## config.mk

```make
export PLATFORM = sky130hd
export DESIGN_NAME = instr_count_trigger
export DESIGN_NICKNAME = d
export VERILOG_FILES = /design/src/rtl/tcnt_pkg.sv /design/src/rtl/tcnt_ctrl_decode.sv /design/src/rtl/tcnt_mode_gate.sv /design/src/rtl/tcnt_down_counter.sv /design/src/rtl/tcnt_word_pack.sv /design/src/rtl/instr_count_trigger.sv
export SDC_FILE = /design/constraint.sdc
export NUM_CORES = 1
export LEC_CHECK = 0
export ABC_AREA = 1
export BUFFER_PORTS_ARGS = -buffer_cell sky130_fd_sc_hd__buf_4
export CAP_MARGIN = 20
export CORE_ASPECT_RATIO = 1.5
export CORE_MARGIN = 4
export CORE_UTILIZATION = 46
export CTS_CLUSTER_DIAMETER = 200
export DETAILED_ROUTE_END_ITERATION = 12
export GPL_ROUTABILITY_DRIVEN = 1
export PLACE_DENSITY = 0.91
export SYNTH_ARGS = -nofsm -noshare
export SYNTH_HDL_FRONTEND = slang
export SYNTH_SLANG_ARGS = --single-unit
```

## constraint.sdc

```tcl
create_clock -name clk -period 1.8 [get_ports clk]
set_clock_uncertainty 0.15 [all_clocks]
set_input_delay 0.27 -clock clk [delete_from_list [all_inputs] [get_ports clk]]
set_output_delay 0.27 -clock clk [all_outputs]
set_load 0.1 [all_outputs]
```

## src/rtl/tcnt_pkg.sv

```systemverilog
package tcnt_pkg;

  // privilege encodings seen on the priv input
  typedef enum logic [1:0] {
    PRV_U   = 2'd0,
    PRV_S   = 2'd1,
    PRV_RSV = 2'd2,
    PRV_M   = 2'd3
  } priv_e;

  // write target selection
  typedef enum logic [1:0] {
    SEL_NONE = 2'd0,
    SEL_CTRL = 2'd1,
    SEL_AUX2 = 2'd2,
    SEL_AUX3 = 2'd3
  } wsel_e;

  // per-mode enable set held by the trigger
  typedef struct packed {
    logic vs;
    logic vu;
    logic m;
    logic s;
    logic u;
  } mode_en_t;

  // bit positions of the enable fields inside the control word
  localparam int unsigned POS_VS = 26;
  localparam int unsigned POS_VU = 25;
  localparam int unsigned POS_M  = 9;
  localparam int unsigned POS_S  = 7;
  localparam int unsigned POS_U  = 6;

  localparam logic [3:0] TRIG_KIND_ICOUNT = 4'd3;

endpackage

```

## src/rtl/tcnt_ctrl_decode.sv

```systemverilog
module tcnt_ctrl_decode
  import tcnt_pkg::*;
#(
  parameter int unsigned XLEN    = 32,
  parameter int unsigned CNT_LSB = 10,
  parameter int unsigned CNT_W   = 14
) (
  input  logic [XLEN-1:0]  word,
  output mode_en_t         en,
  output logic [CNT_W-1:0] cnt
);

  logic unused_word_bits;
  assign unused_word_bits = ^word;

  always_comb begin
    en.vs = word[POS_VS];
    en.vu = word[POS_VU];
    en.m  = word[POS_M];
    en.s  = word[POS_S];
    en.u  = word[POS_U];
    cnt   = word[CNT_LSB +: CNT_W];
  end

endmodule

```

## src/rtl/tcnt_mode_gate.sv

```systemverilog
module tcnt_mode_gate
  import tcnt_pkg::*;
(
  input  mode_en_t   en,
  input  logic [1:0] priv,
  input  logic       virt,
  output logic       allow
);

  always_comb begin
    allow = 1'b0;
    if (virt) begin
      unique case (priv)
        PRV_U:   allow = en.vu;
        PRV_S:   allow = en.vs;
        default: allow = 1'b0;
      endcase
    end else begin
      unique case (priv)
        PRV_U:   allow = en.u;
        PRV_S:   allow = en.s;
        PRV_M:   allow = en.m;
        default: allow = 1'b0;
      endcase
    end
  end

endmodule

```

## src/rtl/tcnt_down_counter.sv

```systemverilog
module tcnt_down_counter #(
  parameter int unsigned CNT_W = 14
) (
  input  logic             clk,
  input  logic             rst,
  input  logic             load,
  input  logic [CNT_W-1:0] load_val,
  input  logic             step,
  output logic [CNT_W-1:0] cnt,
  output logic             fire
);

  localparam logic [CNT_W-1:0] ONE = CNT_W'(1);

  logic live;
  assign live = (cnt != '0);

  always_ff @(posedge clk) begin
    if (rst) begin
      cnt  <= '0;
      fire <= 1'b0;
    end else if (load) begin
      cnt  <= load_val;
      fire <= 1'b0;
    end else if (step && live) begin
      cnt  <= cnt - ONE;
      fire <= (cnt == ONE);
    end else begin
      fire <= 1'b0;
    end
  end

endmodule

```

## src/rtl/tcnt_word_pack.sv

```systemverilog
module tcnt_word_pack
  import tcnt_pkg::*;
#(
  parameter int unsigned XLEN    = 32,
  parameter int unsigned CNT_LSB = 10,
  parameter int unsigned CNT_W   = 14
) (
  input  mode_en_t         en,
  input  logic [CNT_W-1:0] cnt,
  output logic [XLEN-1:0]  word
);

  localparam int unsigned KIND_LSB = XLEN - 4;

  always_comb begin
    word                     = '0;
    word[KIND_LSB +: 4]      = TRIG_KIND_ICOUNT;
    word[CNT_LSB +: CNT_W]   = cnt;
    word[POS_VS]             = en.vs;
    word[POS_VU]             = en.vu;
    word[POS_M]              = en.m;
    word[POS_S]              = en.s;
    word[POS_U]              = en.u;
  end

endmodule

```

## src/rtl/instr_count_trigger.sv

```systemverilog
module instr_count_trigger
  import tcnt_pkg::*;
#(
  parameter int unsigned XLEN    = 32,
  parameter int unsigned CNT_LSB = 10,
  parameter int unsigned CNT_W   = 14
) (
  input  logic            clk,
  input  logic            rst,
  input  logic            wr_en,
  input  logic [1:0]      wr_sel,
  input  logic [XLEN-1:0] wr_data,
  input  logic            retire,
  input  logic [1:0]      priv,
  input  logic            virt,
  output logic [XLEN-1:0] rd_tdata1,
  output logic            fire
);

  mode_en_t         wr_en_bits;
  logic [CNT_W-1:0] wr_cnt;
  mode_en_t         en_q;
  logic [CNT_W-1:0] cnt_q;
  logic             allow;
  logic             ctrl_wr;

  assign ctrl_wr = wr_en && (wr_sel == SEL_CTRL);

  tcnt_ctrl_decode #(.XLEN(XLEN), .CNT_LSB(CNT_LSB), .CNT_W(CNT_W)) u_dec (
    .word (wr_data),
    .en   (wr_en_bits),
    .cnt  (wr_cnt)
  );

  always_ff @(posedge clk) begin
    if (rst) begin
      en_q <= '0;
    end else if (ctrl_wr) begin
      en_q <= wr_en_bits;
    end
  end

  tcnt_mode_gate u_gate (
    .en    (en_q),
    .priv  (priv),
    .virt  (virt),
    .allow (allow)
  );

  tcnt_down_counter #(.CNT_W(CNT_W)) u_cnt (
    .clk      (clk),
    .rst      (rst),
    .load     (ctrl_wr),
    .load_val (wr_cnt),
    .step     (retire && allow),
    .cnt      (cnt_q),
    .fire     (fire)
  );

  tcnt_word_pack #(.XLEN(XLEN), .CNT_LSB(CNT_LSB), .CNT_W(CNT_W)) u_pack (
    .en   (en_q),
    .cnt  (cnt_q),
    .word (rd_tdata1)
  );

endmodule

```

# [Yosys cells after proc, flatten, opt, wreduce, memory -nomap -nowiden]
# Cells that the tools add are included.
[classes] addsub=1 eq_ne=4 mux=5 bitwise=1 n_reduce_logical=7
[ops] op="$mux W14" n=2
[ops] op="$eq A14 B1 Y1 const B" n=1
[ops] op="$reduce_bool A14 Y1" n=1
[ops] op="$sub A14 B1 Y14 const B" n=1
[ops] op="$eq A2 B1 Y1 const B" n=2
[ops] op="$logic_and A1 B1 Y1" n=3
[ops] op="$pmux W1 S3" n=1
[ops] op="$reduce_or A3 Y1" n=1
[ops] op="$eq A2 B2 Y1 const B" n=1
[ops] op="$logic_not A2 Y1" n=1
[ops] op="$pmux W1 S2" n=1
[ops] op="$reduce_bool A2 Y1" n=1
[ops] op="$mux W1" n=1
[ops] op="$not A1 Y1" n=1
[totals] reg_bits=20 inputBits=41 output_inout_bits=33 elab_cells=25

# [Depth between registers and ports, before layout]
[depth] ltp_word=7 ltp_mapped=12 ltp_nobuf=12

# [Cells and area by module]
# A second synthesis with hierarchy kept.
[unflattened] hier_cells=275 hier_area_um2=1783.0
[modules_own_cells] mod="tcnt_down_counter" instances=1 cells_per_inst=172 area_each_um2=1072.3 seq_area_each_um2=300.3
[modules_own_cells] mod="instr_count_trigger" instances=1 cells_per_inst=37 area_each_um2=264.0 seq_area_each_um2=100.1
[modules_own_cells] mod="tcnt_word_pack" instances=1 cells_per_inst=34 area_each_um2=247.7 seq_area_each_um2=0.0
[modules_own_cells] mod="tcnt_ctrl_decode" instances=1 cells_per_inst=19 area_each_um2=142.6 seq_area_each_um2=0.0
[modules_own_cells] mod="tcnt_mode_gate" instances=1 cells_per_inst=13 area_each_um2=56.3 seq_area_each_um2=0.0

# [Least setup slack after synthesis]
# OpenSTA, ideal clock, no wires.
[synth_path] path_type="flip-flop to flip-flop" startpoint="register u_cnt.cnt[0]" endpoint="register u_cnt.cnt[6]" setup_time_ns=0.111 arrival_ns=2.137 required_time_ns=1.539 path_slack_ns=-0.599 stages_incl_launch_ff=12 path_buffers=0 period_less_slack_ns=2.399 path_cell_list="dfxtp_1 > inv_1 > ha_1 > inv_1 > nor2_1 > nand2_1 > nor2_1 > xor2_1 > nand2_1 > nand2_1 > nor2_1 > nor2_1"
[synth_between] elab_chain_cells=3 elab_cells_between_ends=6 cone_classes="add/sub: 1; mux: 2; reduce/logical: 3"
[synth_lines] item="start, declared" line="tcnt_down_counter.sv:9" rtl="output logic [CNT_W-1:0] cnt,"
[synth_lines] item="start signal, assigned" line="tcnt_down_counter.sv:23" rtl="cnt <= load_val;"
[synth_lines] item="start signal, assigned" line="tcnt_down_counter.sv:26" rtl="cnt <= cnt - ONE;"
[synth_lines] item="$sub A14 B1 Y14 or $reduce_bool A14 Y1 (tied branches)" line="tcnt_down_counter.sv:26, tcnt_down_counter.sv:16"
[synth_lines] item="$mux W14 or $logic_and A1 B1 Y1 (tied branches)" line="tcnt_down_counter.sv:25" rtl="end else if (step && live) begin"
[synth_lines] item="$mux W14 or $reduce_bool A2 Y1 (tied branches)"
# Parallel ways exist; a longest one is shown, timed or not. The select of a mux whose other input is x is not followed.
# A chain may end at the register's enable or synchronous reset.

# [Final worst setup path]
# Same ends and word-level chain as after synthesis.

==> results.cfg <==
[run_status]
status = complete, no violations

[timing]
min_period_ns = 1.66
finalSetupViolCount = 0
fmax_mhz = 602
hold_viol_final = 0
period_share = 0.923
slew_viol_final = 0

[global_route]
grt_max_degree = 25
grt_pass1_vias = 1565
grt.overflow.total = 0
grt_pass1_wl_mm = 6.31
grt.total_usage = 0.189
grt_antenna_before_repair = 0

[route]
wl_per_cell_um = 10.9
via_per_inst = 4.82
drt_iter0_drc = 52
first_pass_iters = 6
routed_wl_mm = 3.79
drc = 0
vias = 1677
detail-route-antenna-nets = 0

[worst_setup_path]
startpoint_type = flip-flop
crit_path_cell_trace = inv_1 > ha_1 > inv_1 > nor2_2 > nand2_2 > nor2_4 > xor2_1 > nand2_1 > nand2_1 > nor2_1 > nor2_1
crit_path_top_delay_cell = dfxtp_4
arrival_ns = 1.71
crit_required_ns = 1.85
critical_path.max_stage_delay_ns = 0.36
cp_max_fo = 5
endpoint_kind = flip-flop
critPathKind = reg2reg

[die]
start_util = 0.481
core_area_um2 = 3160
num_rows = 25
dieArea_um2 = 4310
die_x_um = 54.9
die_h_um = 78.4
io_pins = 74

[clock_tree]
cts_sinks = 20
htreeDepth = 1
cts_buffer_depth = 2
cts_root_buffer = clkbuf_8
cts.clk_slew.worst_paths_ns = 0.08
cts_tree = built
cts_buffers = 3
hold_buffers = 0
clock_latency_ns = 0.26

[cells_and_area]
final_cell_area_um2 = 1990
layout_commonest_cell = nand2_1
drive_above_1_share = 0.289
area.sequential_um2 = 429
post-route-util = 0.630
nFillCells = 290
nets = 353
diodes = 0
multi_input_area_um2 = 931
layout_common_cells = nand2_1, buf_4, nor2_1, nand3_1, inv_1
syn_to_final_growth_pct = 31.0

[flow_run]
cap_violations = 0

[power_and_ir_drop]
pwr-share-seq = 0.296
ir_worst_vdd_mv = 0.524
internal_power_mw = 0.903
pwr-share-clk = 0.174
p_per_area_nw_per_um2 = 904
p_comb_frac = 0.530
switchingPower_mw = 0.897
p_leak_nw = 1.10
sw_frac_of_total = 0.498

[logic_synthesis]
ys_types = 22
synth-seq-cells = 20
syn-cell-area_um2 = 1520
ys_warn_count = 0
yosysSeqAreaShare = 0.263
syn_inst = 261
syn_avg_cell_area_um2 = 5.82

[placement]
io_buffers = 47
postPlaceCellArea_um2 = 1910
hpwlAfterDp_mm = 2.91
gp_congestion = 0.920

[min_path]
min_path_type = in2reg
-- metrics by stage --
step / hold slack, ns / std cells / power, mW / TNS [ns] / worst slack [ns]
6_report: 0.0861 / 348 / 1.80 / 0 / 0.139
5_1_grt: 0.103 / 348 / 1.93 / -0.0574 / -0.0176
4_1_cts: 0.0860 / 346 / 1.78 / 0 / 0.0450
3_5_place_dp: 0.313 / 342 / 1.46 / 0 / 0.0664
3_3_place_gp: 0.314 / 342 / 1.45 / 0 / 0.114
2_1_floorplan: 0.255 / 272 / 1.30 / 0 / 0.0160
-- worst paths after layout --
check	slack [ns]	to	cells past startpoint	from
worst max-delay path	0.14	u_cnt.cnt[6]	11	u_cnt.cnt[0]
worst max register to register	0.14	u_cnt.cnt[6]	11	u_cnt.cnt[0]
worst min register to register	0.33	en_q[3]	2	en_q[3]
worst min-delay path	0.09	en_q[2]	3	wr_data[9]
-- state kept, by name, indices dropped and copies added (netlist names) --
name / count
u_cnt.fire: 1
u_cnt.cnt: 14
en_q: 5
-- power groups by stage --
stage	combinational [mW]	clock (mW)	sequential (mW)
global route	1.05	0.339	0.539
finish	0.955	0.313	0.533
global placement	0.909	0	0.540
CTS	0.928	0.320	0.531
floorplan	0.505	0	0.796
detailed placement	0.923	0	0.541
-- worst max-delay path: cells and delay by family (launching register included) --
kind,cells,cell delay (ns)
xor gates and xnor gates,1,0.17
buffers and inverters,2,0.17
DFF,1,0.36
adders and majority gates,1,0.20
and+or+nand+nor,7,0.55
-- cells by family after synthesis --
| kind of cell | count (synthesis) | share of synthesized area |
|---|---|---|
| buffers and inverters | 47 | 0.160 |
| other | 2 | 0.00494 |
| adder cells (fa/ha/maj) | 3 | 0.0247 |
| flip-flops | 20 | 0.263 |
| AND/OR/NAND/NOR | 170 | 0.477 |
| XOR/XNOR | 3 | 0.0173 |
| AO/OA/AOI/OAI | 16 | 0.0527 |
-- synthesized netlist by cell type --
| master | n | area, µm² |
|---|---|---|
| nand2_1 | 77 | 289 |
| nor2_1 | 47 | 176 |
| nand3_1 | 34 | 170 |
| inv_1 | 21 | 78.8 |
| dfxtp_1 | 20 | 400 |
| buf_4 | 13 | 97.6 |
| o21ai_0 | 11 | 55.1 |
| a21oi_1 | 5 | 25.0 |
| clkbuf_1 | 5 | 18.8 |
| inv_2 | 4 | 15.0 |
| ha_1 | 3 | 37.5 |
| nand4_1 | 3 | 18.8 |
| nor2_4 | 3 | 33.8 |
| xor2_1 | 3 | 26.3 |
| buf_2 | 2 | 10.0 |
| buf_6 | 2 | 22.5 |
| conb_1 | 2 | 7.51 |
| nand2_2 | 2 | 12.5 |
| and2_1 | 1 | 6.26 |
| nand3b_1 | 1 | 7.51 |
| nor2_2 | 1 | 6.26 |
| nor3_1 | 1 | 5.00 |
-- area by class of cell --
type	instances	area share
multi-input combinational	205	0.467
inverter	25	0.0471
clock buffer	4	0.0226
tap	40	0.0251
timing repair buffer	54	0.222
sequential	20	0.215
-- timing repair --
item / CTS / global route
setup buffers: 0 / 2
setup endpoints to repair: 0 / 13
hold endpoints to repair: 0 / 0
resized for setup: 0 / 4
-- layer usage --
layer / wire, µm / vias up / global-route usage / part of all wire
met5: 0 / - / 0 / 0
met4: 29 / 0 / 0.0681 / 0.0077
met3: 260 / 4 / 0.0455 / 0.069
met2: 2090 / 46 / 0.341 / 0.55
met1: 1410 / 744 / 0.200 / 0.37
li1: - / 883 / - / -
No activity file was read; power rests on OpenSTA's default activity.
